<file path="src/rtl/pcm_tx_pkg.sv">
package pcm_tx_pkg;
  localparam int BUS_W    = 32;
  localparam int ADDR_W   = 2;
  localparam int FREE_W   = 6;
  localparam int LVL_STEP = 4;

  localparam logic [ADDR_W-1:0] ADDR_CFG  = 2'd0;
  localparam logic [ADDR_W-1:0] ADDR_STAT = 2'd1;
  localparam logic [ADDR_W-1:0] ADDR_PUSH = 2'd2;

  localparam int CFG_SRST_BIT = 31;
  localparam int CFG_TXEN_BIT = 29;
  localparam int CFG_MST_BIT  = 25;
  localparam int CFG_FMT_LSB  = 10;
  localparam int CFG_SIZE_LSB = 8;
  localparam int CFG_IEN_BIT  = 1;
  localparam int ST_FREE_LSB  = 16;
  localparam int ST_FLUSH_BIT = 8;

  typedef struct packed {
    logic       srst;
    logic       txen;
    logic       master;
    logic [1:0] fmt;
    logic [1:0] size;
    logic       ien;
  } cfg_t;
endpackage

</file>
<file path="src/rtl/pcm_tx_regs.sv">
module pcm_tx_regs
  import pcm_tx_pkg::*;
#(
  parameter int DEPTH    = 16,
  parameter int SAMPLE_W = 16,
  parameter int CNT_W    = 5
) (
  input  logic                clk,
  input  logic                rst,
  input  logic [ADDR_W-1:0]   bus_addr,
  input  logic                bus_wr,
  input  logic [BUS_W-1:0]    bus_wdata,
  input  logic [CNT_W-1:0]    fifo_count,
  output cfg_t                cfg_o,
  output logic                push_o,
  output logic                flush_o,
  output logic [SAMPLE_W-1:0] push_data_o,
  output logic [BUS_W-1:0]    rdata_o,
  output logic                irq_o
);
  cfg_t             cfg_q;
  logic [1:0]       thr_q;
  logic [CNT_W-1:0] free_w;
  logic [BUS_W-1:0] rd_word;
  logic             wdata_unused;

  assign wdata_unused = ^bus_wdata;
  assign free_w       = CNT_W'(DEPTH) - fifo_count;
  assign cfg_o        = cfg_q;
  assign push_data_o  = bus_wdata[SAMPLE_W-1:0];
  assign push_o       = bus_wr && (bus_addr == ADDR_PUSH) && cfg_q.txen && !cfg_q.srst;
  assign flush_o      = (bus_wr && (bus_addr == ADDR_STAT) && bus_wdata[ST_FLUSH_BIT]) || cfg_q.srst;

  always_comb begin
    rd_word = '0;
    if (bus_addr == ADDR_CFG) begin
      rd_word[CFG_SRST_BIT]            = cfg_q.srst;
      rd_word[CFG_TXEN_BIT]            = cfg_q.txen;
      rd_word[CFG_MST_BIT]             = cfg_q.master;
      rd_word[CFG_FMT_LSB +: 2]        = cfg_q.fmt;
      rd_word[CFG_SIZE_LSB +: 2]       = cfg_q.size;
      rd_word[CFG_IEN_BIT]             = cfg_q.ien;
    end else if (bus_addr == ADDR_STAT) begin
      rd_word[ST_FREE_LSB +: FREE_W]   = FREE_W'(free_w);
      rd_word[1:0]                     = thr_q;
    end
  end

  always_ff @(posedge clk) begin
    if (rst) begin
      cfg_q   <= '0;
      thr_q   <= '0;
      rdata_o <= '0;
      irq_o   <= 1'b0;
    end else begin
      rdata_o <= rd_word;
      irq_o   <= cfg_q.ien && (int'(free_w) >= int'(thr_q) * LVL_STEP);
      if (bus_wr && bus_addr == ADDR_CFG) begin
        cfg_q.srst   <= bus_wdata[CFG_SRST_BIT];
        cfg_q.txen   <= bus_wdata[CFG_TXEN_BIT];
        cfg_q.master <= bus_wdata[CFG_MST_BIT];
        cfg_q.fmt    <= bus_wdata[CFG_FMT_LSB +: 2];
        cfg_q.size   <= bus_wdata[CFG_SIZE_LSB +: 2];
        cfg_q.ien    <= bus_wdata[CFG_IEN_BIT];
      end
      if (bus_wr && bus_addr == ADDR_STAT)
        thr_q <= bus_wdata[1:0];
    end
  end


  irq_off_chk: assert property (@(posedge clk) disable iff (rst)
    !cfg_q.ien |=> !irq_o);
endmodule

</file>
<file path="src/rtl/pcm_tx_fifo.sv">
module pcm_tx_fifo #(
  parameter int DATA_W = 16,
  parameter int DEPTH  = 16,
  parameter int CNT_W  = $clog2(DEPTH + 1)
) (
  input  logic              clk,
  input  logic              rst,
  input  logic              push,
  input  logic [DATA_W-1:0] push_data,
  input  logic              pop,
  input  logic              flush,
  output logic [DATA_W-1:0] head_o,
  output logic [CNT_W-1:0]  count_o,
  output logic              empty_o,
  output logic              full_o
);
  localparam int AW = (DEPTH > 1) ? $clog2(DEPTH) : 1;
  localparam logic [AW-1:0] PTR_LAST = AW'(DEPTH - 1);

  logic [DATA_W-1:0] mem [DEPTH];
  logic [AW-1:0]     wr_ptr, rd_ptr;
  logic              push_ok, pop_ok;

  assign empty_o = (count_o == '0);
  assign full_o  = (count_o == CNT_W'(DEPTH));
  assign push_ok = push && !full_o && !flush;
  assign pop_ok  = pop && !empty_o && !flush;
  assign head_o  = mem[rd_ptr];

  always_ff @(posedge clk) begin
    if (push_ok) mem[wr_ptr] <= push_data;
  end

  always_ff @(posedge clk) begin
    if (rst || flush) begin
      wr_ptr  <= '0;
      rd_ptr  <= '0;
      count_o <= '0;
    end else begin
      if (push_ok) wr_ptr <= (wr_ptr == PTR_LAST) ? '0 : wr_ptr + 1'b1;
      if (pop_ok)  rd_ptr <= (rd_ptr == PTR_LAST) ? '0 : rd_ptr + 1'b1;
      count_o <= count_o + CNT_W'(push_ok) - CNT_W'(pop_ok);
    end
  end


  flush_empty_chk: assert property (@(posedge clk) disable iff (rst)
    flush |=> (count_o == '0));

  no_overflow_chk: assert property (@(posedge clk) disable iff (rst)
    (push && full_o && !pop && !flush) |=> (count_o == $past(count_o)));
endmodule

</file>
<file path="src/rtl/pcm_tx_serializer.sv">
module pcm_tx_serializer #(
  parameter int SAMPLE_W = 16,
  parameter int BCLK_DIV = 2
) (
  input  logic                clk,
  input  logic                rst,
  input  logic                active,
  input  logic                left_just,
  input  logic                fifo_en,
  input  logic                fifo_empty,
  input  logic [SAMPLE_W-1:0] fifo_head,
  output logic                fifo_pop,
  output logic                bclk_o,
  output logic                ws_o,
  output logic                sd_o
);
  localparam int SLOT_N = 2 * SAMPLE_W;
  localparam int SLOT_W = $clog2(SLOT_N);
  localparam int DIV_W  = (BCLK_DIV > 1) ? $clog2(BCLK_DIV) : 1;
  localparam logic [SLOT_W-1:0] SLOT_LAST = SLOT_W'(SLOT_N - 1);
  localparam logic [SLOT_W-1:0] HALF      = SLOT_W'(SAMPLE_W);
  localparam logic [SLOT_W-1:0] PRE_HALF  = SLOT_W'(SAMPLE_W - 1);
  localparam logic [SLOT_W-1:0] PRE_LAST  = SLOT_W'(SLOT_N - 2);
  localparam logic [DIV_W-1:0]  DIV_LAST  = DIV_W'(BCLK_DIV - 1);

  logic [DIV_W-1:0]    div_q;
  logic [SLOT_W-1:0]   slot_q, nslot;
  logic [SAMPLE_W-1:0] sh_q, word;
  logic                tick, fall, load, ws_next;

  assign tick     = active && (div_q == DIV_LAST);
  assign fall     = tick && bclk_o;
  assign nslot    = (slot_q == SLOT_LAST) ? '0 : slot_q + 1'b1;
  assign load     = fall && ((nslot == '0) || (nslot == HALF));
  assign fifo_pop = load && fifo_en && !fifo_empty;
  assign word     = fifo_pop ? fifo_head : '0;
  assign ws_next  = left_just ? (nslot >= HALF)
                              : ((nslot >= PRE_HALF) && (nslot <= PRE_LAST));

  always_ff @(posedge clk) begin
    if (rst || !active) begin
      div_q  <= '0;
      bclk_o <= 1'b0;
      slot_q <= SLOT_LAST;
      ws_o   <= 1'b0;
      sd_o   <= 1'b0;
      sh_q   <= '0;
    end else begin
      if (tick) begin
        div_q  <= '0;
        bclk_o <= ~bclk_o;
      end else begin
        div_q  <= div_q + 1'b1;
      end
      if (fall) begin
        slot_q <= nslot;
        ws_o   <= ws_next;
        if (load) begin
          sd_o <= word[SAMPLE_W-1];
          sh_q <= {word[SAMPLE_W-2:0], 1'b0};
        end else begin
          sd_o <= sh_q[SAMPLE_W-1];
          sh_q <= {sh_q[SAMPLE_W-2:0], 1'b0};
        end
      end
    end
  end


  idle_chk: assert property (@(posedge clk) disable iff (rst)
    !active |=> (!bclk_o && !ws_o && !sd_o));

  ws_edge_chk: assert property (@(posedge clk) disable iff (rst)
    ($past(active) && !$stable(ws_o)) |-> $fell(bclk_o));

  sd_edge_chk: assert property (@(posedge clk) disable iff (rst)
    ($past(active) && !$stable(sd_o)) |-> $fell(bclk_o));
endmodule

</file>
<file path="src/rtl/pcm_serial_tx.sv">
module pcm_serial_tx
  import pcm_tx_pkg::*;
#(
  parameter int SAMPLE_W   = 16,
  parameter int FIFO_DEPTH = 16,
  parameter int BCLK_DIV   = 2
) (
  input  logic              clk,
  input  logic              rst,
  input  logic [1:0]        bus_addr,
  input  logic              bus_wr,
  input  logic [31:0]       bus_wdata,
  output logic [31:0]       bus_rdata,
  output logic              bclk_o,
  output logic              ws_o,
  output logic              sd_o,
  output logic              irq_o
);
  localparam int CNT_W = $clog2(FIFO_DEPTH + 1);

  cfg_t                cfg;
  logic                push, flush, pop, empty, full;
  logic [SAMPLE_W-1:0] push_data, head;
  logic [CNT_W-1:0]    count;
  logic                full_unused;

  assign full_unused = full;

  pcm_tx_regs #(.DEPTH(FIFO_DEPTH), .SAMPLE_W(SAMPLE_W), .CNT_W(CNT_W)) u_regs (
    .clk(clk), .rst(rst), .bus_addr(bus_addr), .bus_wr(bus_wr),
    .bus_wdata(bus_wdata), .fifo_count(count), .cfg_o(cfg), .push_o(push),
    .flush_o(flush), .push_data_o(push_data), .rdata_o(bus_rdata), .irq_o(irq_o)
  );

  pcm_tx_fifo #(.DATA_W(SAMPLE_W), .DEPTH(FIFO_DEPTH), .CNT_W(CNT_W)) u_fifo (
    .clk(clk), .rst(rst), .push(push), .push_data(push_data), .pop(pop),
    .flush(flush), .head_o(head), .count_o(count), .empty_o(empty), .full_o(full)
  );

  pcm_tx_serializer #(.SAMPLE_W(SAMPLE_W), .BCLK_DIV(BCLK_DIV)) u_ser (
    .clk(clk), .rst(rst), .active(cfg.master && !cfg.srst), .left_just(cfg.fmt[1]),
    .fifo_en(cfg.txen), .fifo_empty(empty), .fifo_head(head), .fifo_pop(pop),
    .bclk_o(bclk_o), .ws_o(ws_o), .sd_o(sd_o)
  );
endmodule

</file>
<file path="config.mk">
export PLATFORM = sky130hd
export DESIGN_NAME = pcm_serial_tx
export DESIGN_NICKNAME = d
export VERILOG_FILES = /design/src/rtl/pcm_tx_pkg.sv /design/src/rtl/pcm_tx_regs.sv /design/src/rtl/pcm_tx_fifo.sv /design/src/rtl/pcm_tx_serializer.sv /design/src/rtl/pcm_serial_tx.sv
export SDC_FILE = /design/constraint.sdc
export NUM_CORES = 1
export LEC_CHECK = 0
export ABC_AREA = 0
export BUFFER_PORTS_ARGS = -buffer_cell sky130_fd_sc_hd__buf_2
export CAP_MARGIN = 10
export CORE_MARGIN = 2
export CORE_UTILIZATION = 55
export CTS_CLUSTER_DIAMETER = 40
export CTS_CLUSTER_SIZE = 10
export DETAILED_ROUTE_END_ITERATION = 10
export PLACE_DENSITY = 0.76
export SLEW_MARGIN = 20
export SYNTH_ARGS = -nofsm -noshare
export SYNTH_HDL_FRONTEND = slang
export SYNTH_SLANG_ARGS = --single-unit
</file>
<file path="constraint.sdc">
create_clock -name clk -period 3.4 [get_ports clk]
set_input_delay 0.34 -clock clk [delete_from_list [all_inputs] [get_ports clk]]
set_output_delay 0.34 -clock clk [all_outputs]
set_load 0.01 [all_outputs]
</file>
==> out/metrics.csv, run 1 <==
metric;value;unit
initial antenna violation count;0;
via/cell ratio;6.102;
Top Layer Used;met4;
Post-synth EDFFs;256;
Max Clock Skew;0.01864;ns
syn avg cell area;17.32;sq um
core area;22640;sq um
Clock power frac;47.5;%
Area Growth Syn to Fin;15.31;%
clock buffer depth;3;
layout cell share with drive strength beyond 1;25.76;%
Post-synth ARST share;0;%
unrepaired setup endpoints after global routing;false;
max frequency;0.3122;GHz
Endpoint, Worst Hold;u_regs.cfg_o[7];
Worst Reg2Reg Path Length in Cells;14;
#FFs+latches synth;322;
final WL;27390;um
shortest period the worst path allows;3.203;ns
Worst path max stage delay;0.44;ns
Routability Congestion;0.8318;
CTS clk-pin slew, worst paths;0.05;ns
fill cell count;1481;
worst-margin pin slew;0.9145;ns
critical path startpoint category;flop;
post-synthesis cell count;734;
dominant cell type by area after synthesis;edfxtp_1;
H-Tree Depth;2;
Lkg Pwr;0.004934;uW
clk sink count;322;
yosys warns;0;
top cells by area, synth;edfxtp_1 (60%), mux4_2 (11%), dfxtp_1 (10%), ha_1 (1.9%), a22oi_1 (1.8%);
hold_buf cts;0;
sum of negative setup slack;0;ns
TritonCTS clock tree;done;
P_sw;1599;uW
first-pass GRT wire length;41720;um
TritonCTS buffer count;41;
synth unique cells;54;
Row Count;55;
Switching Share;19.21;%
Ports;73;
CP Max Fanout;6;
WL/cell;24.04;um
1st-pass router iterations;5;
met2 wire length;13830;um
Flop pwr share;51.2;%
die height;156.0;um
remaining antenna violation count after routing;0;
total die area;24350;sq um
Reg area;9015;sq um
Root Buffer Master;clkbuf_16;
PostCTS Resize Cnt;0;
Synth top area share;60.47;%
met3 WL;1873;um
vias in the first global route;7248;
# Max-Cap Violations;0;
Syn Std Cell Area;12710;sq um
Min-Delay Path Depth;3;
status;complete, no violations;
Fin. Hold Viols;0;
nets;879;
sequential cell area fraction in the yosys report;70.87;%
DRT iter0 DRCs;739;
Tcrit/Tclk final;94.20;%
largest net degree at the start of global routing;65;
Multi-input gate area;3451;sq um
internal power;6721;uW
global route overflow;0;
arrival time worst endpoint;3.64;ns
Critical Path RT;3.84;ns
RR Endpoint;u_fifo.count_o[4];
setup slack, reg-to-reg;0.20;ns
worst skew pair latency;0.53;ns
Final Max Slew Viols;0;
Initial Util;56.15;%
pwr dens;567.6;nW/um^2
diode count;0;
Pwr Total;8320;uW
Hold Path Origin;bus_wdata[31];
Logic pwr share;1.3;%
GRT Util Overall;23.30;%
CP Capture Type;flop;
final setup fails;0;
vias;6950;
CP cell instances;ha_2 -> and3_1 -> ha_2 -> nor2b_1 -> mux2i_4 -> nand3_2 -> nor2_2 -> xnor2_1 -> ha_1 -> fa_1 -> a21oi_1 -> nor2_1 -> or3_1 -> a21oi_1;
peak supply drop;452.0;uV
r2r startpoint;u_ser.slot_q[0];
relative slew slack;39.03;%
port bufs;41;
die width;156.0;um
ys flop type;edfxtp_1;
drt drc;0;
Post-CTS Repair Setup Buffers;0;
WL met1;10900;um
Final HPWL DP;16290;um
HP Class;in2reg;
CP max-delay cell;fa_1;
crit path kind;reg2reg;
-- worst max-delay path by stage --
stage / cells past startpoint / slack [ns] / endpoint / startpoint
finish: 14 / 0.20 / u_fifo.count_o[4] / u_ser.slot_q[0]
global route: 14 / 0.002 / u_fifo.count_o[4] / u_ser.slot_q[1]
CTS: 14 / 0.02 / u_fifo.count_o[4] / u_ser.slot_q[0]
detailed placement: 14 / 0.07 / u_fifo.count_o[4] / u_ser.slot_q[0]
global placement: 14 / 0.26 / u_fifo.count_o[4] / u_ser.slot_q[0]
floorplan: 8 / 0.15 / u_fifo.mem[3][0] / u_fifo.count_o[1]
-- cell families after synthesis --
group / count (synthesis) / share of synthesized area, %
buffers and inverters: 64 / 2.707
multiplexers: 78 / 12.55
other: 1 / 0.02950
adder cells (fa/ha/maj): 20 / 2.028
XOR/XNOR: 11 / 0.7579
AND/OR/NAND/NOR: 118 / 5.118
flip-flops: 322 / 70.87
AO/OA/AOI/OAI: 120 / 5.945
-- power by group through the flow --
stage | clock (uW) | combinational (uW) | sequential [uW]
final | 3950 | 107 | 4260
after global routing | 4160 | 119 | 4260
after CTS | 4000 | 106 | 4260
after detailed placement | 0 | 105 | 4340
after global placement | 0 | 97.7 | 4340
after floorplan | 0 | 54.2 | 4340
-- flip-flops by register name, summed over array words and instances, names as in the netlist, named ones only --
name            cells
u_fifo.mem        256
u_ser.sh_q         15
u_regs.rdata_o     14
u_regs.cfg_o        8
u_fifo.count_o      5
u_ser.slot_q        5
u_fifo.rd_ptr       4
u_fifo.wr_ptr       4
u_regs.thr_q        2
u_regs.irq_o        1
u_ser.bclk_o        1
u_ser.div_q         1
u_ser.sd_o          1
u_ser.ws_o          1
-- cells in the final DEF, fill, tap and decap left out, drive strengths merged, types with 2 or more instances in the layout --
cell,n
a21o,15
a21oi,43
a22oi,30
and2,14
and4b,2
buf,81
clkbuf,68
clkinv,4
clkinvlp,2
conb,18
dfxtp,66
edfxtp,256
ha,19
inv,12
mux2i,13
mux4,64
nand2,14
nand2b,4
nand3,5
nor2,50
nor2b,4
nor3,7
nor3b,5
o21ai,21
o32a,3
or3,2
or3b,2
xnor2,6
xor2,5
-- cells in the mapped netlist (15+ instances only) --
| master | instances |
|---|---|
| dfxtp_1 | 66 |
| clkbuf_1 | 19 |
| a22oi_1 | 30 |
| ha_1 | 19 |
| a21o_1 | 15 |
| buf_4 | 24 |
| edfxtp_1 | 256 |
| o21ai_0 | 21 |
| nor2_1 | 50 |
| a21oi_1 | 43 |
| mux4_2 | 64 |
-- layout make-up --
type / instances / share of cell area, %
timing repair buffer: 81 / 3.619
clock inverter: 7 / 0.2902
clock buffer: 68 / 8.331
tap: 285 / 2.433
sequential: 322 / 61.50
multi-input combinational: 365 / 23.54
inverter: 11 / 0.2817
-- worst max-delay path, delay by kind of cell, from the launching register on --
family	cells	cell delay [ns]
flip-flops	1	0.39
adder cells (fa/ha/maj)	4	1.14
multiplexers	1	0.22
AO/OA/AOI/OAI	2	0.31
AND/OR/NAND/NOR	6	0.97
XOR/XNOR	1	0.09
-- metal layers --
layer | GRT usage (%) | vias to the layer above
met2 | 39.06 | 294
li1 | - | 3029
met3 | 4.222 | 64
met1 | 31.05 | 3563
met5 | 0 | -
met4 | 8.213 | 0
-- per-stage QoR --
stage	setup WS [ns]	instances	hold slack (ns)	cell area, sq um	util (%)
detailed placement	0.06676	1064	0.4511	13390	59.12
global placement	0.2573	1064	0.4456	13390	59.12
global route	0.002072	1139	0.09091	14660	64.74
CTS	0.01530	1139	0.07106	14650	64.70
finish	0.1971	1139	0.07556	14660	64.74
floorplan	0.1490	751	0.4291	12780	-
Power figures use the tool's default switching activity.
==> inputs of run 2 (changes only) <==
Settings changed: REMOVE_ABC_BUFFERS set to 1.
==> run 2 against run 1 <==
  * Hold slack got worse by 0.027 ns
  * Cell count decreased by 0.53%
  * Die area unchanged
  * Clock skew about the same
  * Register-to-register slack improved by 0.03 ns
  * Global-route usage decreased by 0.79 points
  * Critical path depth unchanged
  * Setup slack improved by 0.034 ns
  * Non-clock buffer count decreased by 5
  * Highest routed layer unchanged
==> out/metrics.csv, run 2 (same netlist as run 1, synthesis figures left out) <==
metric;value;unit;change
worst path bufs/invs;0;;unchanged
pwr dens;563.3;nW/um^2;-0.77%
clk sink count;322;;unchanged
peak supply drop;316.6;uV;-30%
Flop pwr share;51.9;%;+0.7 points
Row Count;55;;unchanged
CP cell instances;ha_2 -> and3_1 -> ha_2 -> nor2b_1 -> mux2i_4 -> nand3_2 -> nor2_2 -> xnor2_1 -> ha_1 -> fa_1 -> a21oi_1 -> nor2_1 -> or3_1 -> a21oi_1;;
Top delay family on crit path;adder cells;;
max reg flops;256;;unchanged
CP Depth;14;;unchanged
Lkg Pwr;0.004877;uW;-1.1%
shortest period the worst path allows;3.169;ns;-0.03352 ns
vias in the first global route;7230;;-0.25%
pre-CTS worst setup slack;0.1558;ns;+0.08905 ns
internal power;6578;uW;-2.1%
# Max-Cap Violations;0;;unchanged
CTS clk-pin slew, worst paths;0.05;ns;about the same
Critical Path Start;u_ser.slot_q[0];;
Top reg by flops;u_fifo.mem;;
Clock power frac;46.8;%;-0.7 points
WL/cell;23.68;um;-1.5%
vias;6914;;-0.52%
worst skew pair latency;0.53;ns;about the same
die height;156.0;um;unchanged
die width;156.0;um;unchanged
critical path startpoint category;flop;;
worst-margin pin slew;0.8612;ns;-0.05331 ns
Worst path max stage delay;0.44;ns;about the same
Worst Reg2Reg Path Length in Cells;14;;unchanged
initial antenna violation count;0;;unchanged
Tcrit/Tclk final;93.22;%;-0.99 points
remaining antenna violation count after routing;0;;unchanged
Post-CTS Repair Setup Buffers;0;;unchanged
max frequency;0.3155;GHz;+1.1%
status;complete, no violations;;
drt drc;0;;unchanged
core area;22640;sq um;unchanged
PostCTS Resize Cnt;0;;unchanged
CP max-delay cell;fa_1;;
unrepaired setup endpoints after global routing;false;;
final WL;26830;um;-2.0%
Routability Congestion;0.8150;;-2.0%
Root Buffer Master;clkbuf_16;;
first-pass GRT wire length;41280;um;-1.1%
Initial Util;56.15;%;unchanged
relative slew slack;42.47;%;+3.4 points
fill cell count;1500;;+1.3%
Pwr Total;8206;uW;-1.4%
Final HPWL DP;15960;um;-2.0%
final setup fails;0;;unchanged
P_sw;1628;uW;+1.8%
HP Class;in2reg;;
largest net degree at the start of global routing;35;;-46%
arrival time worst endpoint;3.61;ns;-0.03 ns
crit path kind;reg2reg;;
hold_buf cts;0;;unchanged
Min-Delay Path Depth;3;;unchanged
CP Max Fanout;6;;unchanged
most common cell after layout, fill and taps aside;edfxtp_1;;
Setup WS post-layout;0.2306;ns;+0.03352 ns
Switching Share;19.83;%;+0.62 points
Hold Path Origin;bus_wdata[29];;
CP Capture Type;flop;;
Ports;73;;unchanged
clock buffer depth;3;;unchanged
layout cell share with drive strength beyond 1;24.88;%;-0.88 points
Final Max Slew Viols;0;;unchanged
global route overflow;0;;unchanged
GRT Util Overall;22.51;%;-0.79 points
total die area;24350;sq um;unchanged
1st-pass router iterations;5;;unchanged
diode count;0;;unchanged
Critical Path RT;3.84;ns;about the same
r2r startpoint;u_ser.slot_q[0];;
via/cell ratio;6.102;;about the same
sum of negative setup slack;0;ns;unchanged
port bufs;41;;unchanged
Largest regs;u_fifo.mem (256), u_ser.sh_q (15), u_regs.rdata_o (14);;
Logic pwr share;1.3;%;about the same
DRT iter0 DRCs;778;;+5.3%
nets;873;;-0.68%
TritonCTS buffer count;40;;-2.4%
H-Tree Depth;2;;unchanged
commonest cells after routing, fill and taps aside;edfxtp_1 (256), mux4_2 (64), dfxtp_1 (63);;
Area Growth Syn to Fin;14.60;%;
TritonCTS clock tree;done;;
Max Clock Skew;0.01863;ns;-0.00001820 ns
Fin. Hold Viols;0;;unchanged
## run 2: cell count changes in the layout (fill, tap and decap cells not counted)
cell	previous run	this run
clkinv_4	0	1
clkinv_2	3	0
clkbuf_8	3	4
clkinvlp_4	2	1
clkbuf_16	44	40
inv_16	0	1
buf_4	38	33
clkinv_1	1	2
clkbuf_1	21	23
clkinv_8	0	1
## run 2: worst paths after layout
kind / end / slack (ns)
setup / recovery: u_fifo.count_o[4] / 0.23
hold / removal: u_regs.cfg_o[6] / 0.05
setup reg to reg: u_fifo.count_o[4] / 0.23
hold reg to reg: u_regs.rdata_o[10] / 0.46
## run 2: final cells by class
type                            count  area, sq um  share of cell area (%)
Tap cell                          285        356.6                   2.448
Clock buffer                       67         1142                   7.842
Multi-Input combinational cell    365         3451                   23.69
Timing Repair Buffer               76        493.0                   3.384
Sequential cell                   322         9015                   61.88
Inverter                           11        41.29                  0.2834
Clock inverter                      7        68.82                  0.4724
## run 2: power by group through the flow
stage / clock network (uW) / logic, uW / registers [uW]
after global routing: 4060 / 117 / 4260
after CTS: 3880 / 105 / 4260
after detailed placement: 0 / 104 / 4340
after global placement: 0 / 95.4 / 4340
after floorplan: 0 / 33.4 / 4340
final: 3840 / 106 / 4260
## run 2: layer usage
metal | routed length [um] | vias up | global-route usage, %
met4 | 584 | 0 | 6.597
met2 | 13580 | 252 | 38.20
met1 | 11100 | 3599 | 30.71
li1 | - | 3016 | -
met5 | 0 | - | 0
met3 | 1561 | 47 | 3.306
## run 2: worst register-to-register path, delay by kind of cell, from the launching register on
kind / cells / cell delay, ns
flops: 1 / 0.39
compound gates: 2 / 0.32
fa+ha+maj: 4 / 1.12
mux: 1 / 0.23
xor+xnor: 1 / 0.08
simple gates: 6 / 0.95
## run 2: per-stage QoR
step	area, sq um	cells	hold slack (ns)	utilization, %
after CTS	14560	1133	0.03987	64.31
after global routing	14570	1133	0.08340	64.34
after global placement	13350	1059	0.4387	58.96
after detailed placement	13350	1059	0.4471	58.96
after floorplan	12470	698	0.4124	-
final	14570	1133	0.04834	64.34
